## src/rtl/i2c_dec_pkg.sv

```systemverilog
package i2c_dec_pkg;

    localparam int BYTE_W  = 8;
    localparam int OWN_W   = 10;
    localparam int ADDR7_W = 7;
    localparam int HI_W    = OWN_W - BYTE_W;

    localparam logic [BYTE_W-1:0] GC_FIRST      = 8'h00;
    localparam logic [BYTE_W-1:0] MARKER_BYTE   = 8'h01;
    localparam logic [BYTE_W-1:0] GC_RESET_CMD  = 8'h06;
    localparam logic [BYTE_W-1:0] GC_REPORT_CMD = 8'h04;
    localparam logic [4:0]        TEN_MARK      = 5'b11110;

    typedef enum logic [2:0] {
        PH_IDLE,
        PH_GC_CMD,
        PH_TEN_LOW,
        PH_SELECTED,
        PH_IGNORE
    } phase_t;

    typedef struct packed {
        logic               ack;
        logic               sel;
        logic               rw;
        logic               gc_rst;
        logic               gc_rep;
        logic               mst_v;
        logic [ADDR7_W-1:0] mst;
        logic               sbyte;
        phase_t             nxt;
    } verdict_t;

    function automatic verdict_t verdict_none();
        verdict_t v;
        v.ack    = 1'b0;
        v.sel    = 1'b0;
        v.rw     = 1'b0;
        v.gc_rst = 1'b0;
        v.gc_rep = 1'b0;
        v.mst_v  = 1'b0;
        v.mst    = '0;
        v.sbyte  = 1'b0;
        v.nxt    = PH_IGNORE;
        return v;
    endfunction

    function automatic logic is_ten_prefix(input logic [BYTE_W-1:0] b);
        return b[7:3] == TEN_MARK;
    endfunction

endpackage

```

## src/rtl/i2c_first_byte_dec.sv

```systemverilog
module i2c_first_byte_dec
    import i2c_dec_pkg::*;
(
    input  logic [BYTE_W-1:0]  rx_byte,
    input  logic [ADDR7_W-1:0] own7,
    input  logic [HI_W-1:0]    own_hi,
    input  logic               ten_bit,
    input  logic               gc_en,
    output verdict_t           verdict
);

    always_comb begin
        verdict = verdict_none();
        if (rx_byte == GC_FIRST) begin
            verdict.ack = gc_en;
            verdict.nxt = gc_en ? PH_GC_CMD : PH_IGNORE;
        end else if (rx_byte == MARKER_BYTE) begin
            verdict.sbyte = 1'b1;
        end else if (is_ten_prefix(rx_byte)) begin
            if (ten_bit && (rx_byte[2:1] == own_hi)) begin
                verdict.ack = 1'b1;
                verdict.rw  = rx_byte[0];
                verdict.nxt = PH_TEN_LOW;
            end
        end else if (!ten_bit && (rx_byte[7:1] == own7)) begin
            verdict.ack = 1'b1;
            verdict.sel = 1'b1;
            verdict.rw  = rx_byte[0];
            verdict.nxt = PH_SELECTED;
        end
    end

endmodule

```

## src/rtl/i2c_second_byte_dec.sv

```systemverilog
module i2c_second_byte_dec
    import i2c_dec_pkg::*;
(
    input  phase_t            phase,
    input  logic [BYTE_W-1:0] rx_byte,
    input  logic [BYTE_W-1:0] own_lo,
    output logic              decides,
    output verdict_t          verdict
);

    always_comb begin
        verdict = verdict_none();
        decides = 1'b0;
        unique case (phase)
            PH_GC_CMD: begin
                decides = 1'b1;
                if (rx_byte == GC_RESET_CMD) begin
                    verdict.ack    = 1'b1;
                    verdict.gc_rst = 1'b1;
                    verdict.gc_rep = 1'b1;
                end else if (rx_byte == GC_REPORT_CMD) begin
                    verdict.ack    = 1'b1;
                    verdict.gc_rep = 1'b1;
                end else if (rx_byte[0]) begin
                    verdict.ack   = 1'b1;
                    verdict.mst_v = 1'b1;
                    verdict.mst   = rx_byte[7:1];
                end
            end
            PH_TEN_LOW: begin
                decides = 1'b1;
                if (rx_byte == own_lo) begin
                    verdict.ack = 1'b1;
                    verdict.sel = 1'b1;
                    verdict.nxt = PH_SELECTED;
                end
            end
            default: ;
        endcase
    end

endmodule

```

## src/rtl/i2c_addr_decoder.sv

```systemverilog
module i2c_addr_decoder
    import i2c_dec_pkg::*;
#(
    parameter int IDX_W = 4
) (
    input  logic                clk,
    input  logic                rst,
    input  logic [OWN_W-1:0]    cfg_own_addr,
    input  logic                cfg_ten_bit,
    input  logic                cfg_gc_enable,
    input  logic                bus_start,
    input  logic                bus_stop,
    input  logic                rx_valid,
    input  logic [IDX_W-1:0]    rx_index,
    input  logic [BYTE_W-1:0]   rx_byte,
    output logic                ack_valid,
    output logic                ack,
    output logic                addr_match,
    output logic                read_dir,
    output logic                gc_reset_req,
    output logic                gc_report_req,
    output logic                master_id_valid,
    output logic [ADDR7_W-1:0]  master_id,
    output logic                start_byte_seen
);

    localparam logic [IDX_W-1:0] IDX_FIRST  = '0;
    localparam logic [IDX_W-1:0] IDX_SECOND = IDX_W'(1);

    phase_t   phase_q;
    verdict_t v_first;
    verdict_t v_second;
    logic     second_decides;

    i2c_first_byte_dec u_first (
        .rx_byte (rx_byte),
        .own7    (cfg_own_addr[ADDR7_W-1:0]),
        .own_hi  (cfg_own_addr[OWN_W-1:BYTE_W]),
        .ten_bit (cfg_ten_bit),
        .gc_en   (cfg_gc_enable),
        .verdict (v_first)
    );

    i2c_second_byte_dec u_second (
        .phase   (phase_q),
        .rx_byte (rx_byte),
        .own_lo  (cfg_own_addr[BYTE_W-1:0]),
        .decides (second_decides),
        .verdict (v_second)
    );

    wire take_first  = rx_valid && (rx_index == IDX_FIRST);
    wire take_second = rx_valid && (rx_index == IDX_SECOND) && second_decides;

    always_ff @(posedge clk) begin
        if (rst) begin
            phase_q         <= PH_IDLE;
            ack_valid       <= 1'b0;
            ack             <= 1'b0;
            addr_match      <= 1'b0;
            read_dir        <= 1'b0;
            gc_reset_req    <= 1'b0;
            gc_report_req   <= 1'b0;
            master_id_valid <= 1'b0;
            master_id       <= '0;
            start_byte_seen <= 1'b0;
        end else begin
            ack_valid       <= 1'b0;
            ack             <= 1'b0;
            gc_reset_req    <= 1'b0;
            gc_report_req   <= 1'b0;
            master_id_valid <= 1'b0;
            start_byte_seen <= 1'b0;
            if (bus_start || bus_stop) begin
                phase_q    <= PH_IDLE;
                addr_match <= 1'b0;
                read_dir   <= 1'b0;
            end else if (take_first) begin
                phase_q         <= v_first.nxt;
                ack_valid       <= 1'b1;
                ack             <= v_first.ack;
                addr_match      <= v_first.sel;
                read_dir        <= v_first.rw;
                start_byte_seen <= v_first.sbyte;
            end else if (take_second) begin
                phase_q         <= v_second.nxt;
                ack_valid       <= 1'b1;
                ack             <= v_second.ack;
                addr_match      <= v_second.sel;
                gc_reset_req    <= v_second.gc_rst;
                gc_report_req   <= v_second.gc_rep;
                master_id_valid <= v_second.mst_v;
                if (v_second.mst_v) begin
                    master_id <= v_second.mst;
                end
            end
        end
    end

endmodule


```

## config.mk

```make
export PLATFORM = sky130hd
export DESIGN_NAME = i2c_addr_decoder
export DESIGN_NICKNAME = d
export VERILOG_FILES = /design/src/rtl/i2c_dec_pkg.sv /design/src/rtl/i2c_first_byte_dec.sv /design/src/rtl/i2c_second_byte_dec.sv /design/src/rtl/i2c_addr_decoder.sv
export SDC_FILE = /design/constraint.sdc
export NUM_CORES = 1
export LEC_CHECK = 0
export BUFFER_PORTS_ARGS = -buffer_cell sky130_fd_sc_hd__clkbuf_2
export CORE_ASPECT_RATIO = 2
export CORE_UTILIZATION = 35
export CTS_CLUSTER_DIAMETER = 60
export CTS_CLUSTER_SIZE = 16
export DETAILED_ROUTE_END_ITERATION = 10
export PLACE_DENSITY = 0.71
export SLEW_MARGIN = 30
export SYNTH_ARGS = -nofsm -noshare
export SYNTH_HDL_FRONTEND = slang
export SYNTH_HIERARCHICAL = 1
export SYNTH_SLANG_ARGS = --single-unit
export TNS_END_PERCENT = 30
```

## constraint.sdc

```tcl
create_clock -name clk -period 1.93 [get_ports clk]
set_input_delay 0.0965 -clock clk [delete_from_list [all_inputs] [get_ports clk]]
set_output_delay 0.0965 -clock clk [all_outputs]
set_load 0.03 [all_outputs]
```

Yosys cells after proc, flatten, opt, wreduce, memory -nomap -nowiden --
Cells that the tools add are included.
Word-level totals: bits in registers 18, input port bits 29, output and inout bits 15
Operators by class: eq/ne operators 10, muxes and demuxes 40, bitwise operators 4, reduce and logical (&&, ||, !) cells 16
Operators by type and width (number):
- 3-bit 2-to-1 mux | 12
- 8-bit 2-to-1 mux | 4
- 1-bit 2-to-1 mux | 21
- 8-bit by 3-bit equality test with 1-bit output, second input constant | 2
- 8-bit by 1-bit equality test with 1-bit output, second input constant | 1
- 8-bit equality test | 1
- 8-bit logical NOT | 1
- 4-bit OR reduction | 2
- 7-bit equality test | 1
- 5-bit equality test, second input constant | 1
- 1-bit logical AND | 5
- 5-bit OR reduction | 1
- 4-bit by 1-bit equality test with 1-bit output, second input constant | 1
- 4-bit logical NOT | 1
- 2-bit 2-to-1 mux | 2
- 1-bit inverter | 4
- 4-bit AND reduction | 1
- 2-bit OR reduction | 2
- 3-bit by 1-bit equality test with 1-bit output, second input constant | 1
- 3-bit by 2-bit equality test with 1-bit output, second input constant | 1
- 2-bit equality test | 1
- 1-bit one-hot mux with 2 select lines | 1
- 2-bit nonzero test | 1
- 1-bit logical NOT | 1
- 1-bit logical OR | 1

Depth between registers and ports, before layout --
depth in word-level cells 7, mapped depth 7

Cells and area by module --
Netlist, hierarchy kept.
Modules (own cells, without submodules):
- i2c_addr_decoder | times used 1, cells an instance 69, area each 701.9 um^2, seq. area each 360.3 um^2
- i2c_second_byte_dec | times used 1, cells an instance 36, area each 269.0 um^2, seq. area each 0.0 um^2
- i2c_first_byte_dec | times used 1, cells an instance 37, area each 262.8 um^2, seq. area each 0.0 um^2

Worst setup path before layout --
No wires, ideal clock.
path type input to register, start in rx_byte[5], end reg phase_q[2], setup time 0.118 ns, arrival 1.653 ns, setup slack 0.159 ns, cell stages on the path 7, path buffers 1, cells stage by stage xor2_1 > or4_1 > or4_1 > buf_2 > and3_1 > o21ai_2 > a21oi_1
RTL lines:
- start: declaration | RTL line i2c_addr_decoder.sv:15 | input logic [BYTE_W-1:0] rx_byte,
- end signal: assignment | RTL line i2c_addr_decoder.sv:79 | phase_q <= v_first.nxt;
- end signal: assignment | RTL line i2c_addr_decoder.sv:86 | phase_q <= v_second.nxt;
- end: declaration | RTL line i2c_addr_decoder.sv:30 | phase_t phase_q;

==> flow_summary.ini <==
[status]
status = completed

[pwr]
p_sw_w = 0.0001820
pwr-share-comb_pct = 14.9
swShare_pct = 22.96
power_w = 0.0007926
p_leak_nw = 0.6969
p_int_w = 0.0006106
pwr-share-seq_pct = 46.9
clockPowerShare_pct = 38.2
vdd_drop_max_uv = 343.3
p_per_area_mw_per_mm2 = 543.3

[sta]
final-setup-viol-count = 0
worstMarginPinSlew_ps = 704.6
final.period_utilization_pct = 89.13
skew_ps = 2.623
period_minus_slack_ps = 1720
slew_headroom_pct = 52.67
report.final.slew_viol_count = 0
final-hold-violation-count = 0
max_freq_ghz = 0.5813
setup-tns-final_ps = 0
final.setup.worst_slack_ps = 209.7
rsz0062_at_grt = false

[clock_tree]
cts.sinks = 18
cts_resized = 0
cts_inserted_buffers = 3
htreeDepth = 1
clk_pin_slew_ps = 70
clock_latency_ps = 250
cts_tree = done
cts_setup_buffers = 0
cts_hold_buf = 0
clockBufferDepth = 2
cts_root_buf = clkbuf_8

[cells_and_area]
final_common_cell = clkbuf_2
regArea_um2 = 360.3
n_antenna_cell = 0
nets = 206
drive_above_1_share_pct = 38.07
multiInputGateArea_um2 = 726.9
final_cell_mix = clkbuf_2, dfxtp_1, xnor2_1
nFillCells = 300
area_growth_syn_to_layout_pct = 28.41
fin_util_pct = 48.42

[place]
place_ws_ps = -88.70
dp_hpwl_mm = 2.327
gp_congestion = 0.7900
port_buffers = 43

[global_route]
gr-total-overflow = 0
grt_max_degree = 11
gr-usage-all-layers_pct = 17.08
grt_pass1_vias = 1109
grt_pass1_wl_mm = 4.629
antenna_found_initial = 0

[floorplanning]
rows = 28
die-area_mm2 = 0.003491
coreArea_mm2 = 0.003013
fp.dieH_um = 82.57
dieWidth_um = 42.29
start_util_pct = 37.71
ioPinCount = 44

[flow_run]
maxCapViolCount = 0

[logic_synthesis]
synth_warnings = 6
avgSynthCellArea_um2 = 8.876
syn_inst = 128
synth_nets = 157
synthesis.area_mm2 = 0.001136

[critical_path]
crit_arrival_ps = 1860
critPathSlowestCell = or4_2
required_ps = 2070
crit_path_start_kind = primary input
cp_cell_sequence = clkbuf_2, or4_2, nor4_1, buf_4, nand3b_1, and3_1, o21ai_2, a21oi_1
endpoint_kind = flop
cpPeakStageDelay_ps = 650
crit_path_max_fanout = 4
path_class = primary input to flop

[worst_hold_path]
min_path_type = primary input to flop

[route]
first_pass_iters = 4
ant_nets = 0
wl_mm = 2.840
post-route-drc-count = 0
drt_iter0_drc = 49
via_count = 1146
viasPerCell = 5.563
wl_per_cell_um = 13.79
==> final timing paths <==
path / to / from / slack, ps / cells past startpoint
setup / recovery: phase_q[2]$_SDFFE_PP0P_ / rx_byte[5] / 210 / 8
hold / removal: master_id[1]$_SDFFE_PP0P_ / rst / 140 / 2
setup reg to reg: master_id[3]$_SDFFE_PP0P_ / phase_q[2]$_SDFFE_PP0P_ / 250 / 5
hold reg to reg: read_dir$_SDFFE_PP0N_ / read_dir$_SDFFE_PP0N_ / 460 / 2
==> state kept, by name, summed over array words and instances, names as in the netlist <==
name / count
ack_valid: 1
gc_report_req: 1
master_id: 7
start_byte_seen: 1
phase_q: 3
gc_reset_req: 1
read_dir: 1
addr_match: 1
master_id_valid: 1
ack: 1
==> metal layers <==
metal	wire length [um]	track usage, %	vias to the layer above
met2	1537	32.00	50
met4	68	10.63	0
li1	-	-	558
met5	0	0	-
met1	1091	17.68	532
met3	142	1.739	6
==> power by group through the flow <==
stage | combinational, W | clock [W] | sequential [W]
2_1_floorplan | 0.0000502 | 0 | 0.000380
3_3_place_gp | 0.000113 | 0 | 0.000380
3_5_place_dp | 0.000117 | 0 | 0.000380
4_1_cts | 0.000118 | 0.000307 | 0.000372
5_1_grt | 0.000128 | 0.000318 | 0.000371
6_report | 0.000118 | 0.000303 | 0.000372
==> per-stage QoR <==
step           instances  hold WS (ps)  cell area [um2]
3_5_place_dp         202         403.6             1404
6_report             206         135.6             1459
5_1_grt              206         144.1             1459
3_3_place_gp         202         390.5             1404
2_1_floorplan        128         295.1             1136
4_1_cts              206         134.2             1459
==> final cells by class <==
class	count	area share, %
Sequential cell	18	24.70
Clock buffer	4	3.774
Timing Repair Buffer	51	18.87
Tap cell	30	2.573
Inverter	1	0.2573
Multi-Input combinational cell	102	49.83
==> critical path, delay by kind of cell <==
family | cells | cell delay [ps]
AND/OR/NAND/NOR | 4 | 1280
buffers and inverters | 2 | 310
AO/OA/AOI/OAI | 2 | 170
No activity file was read; power rests on OpenSTA's default activity.
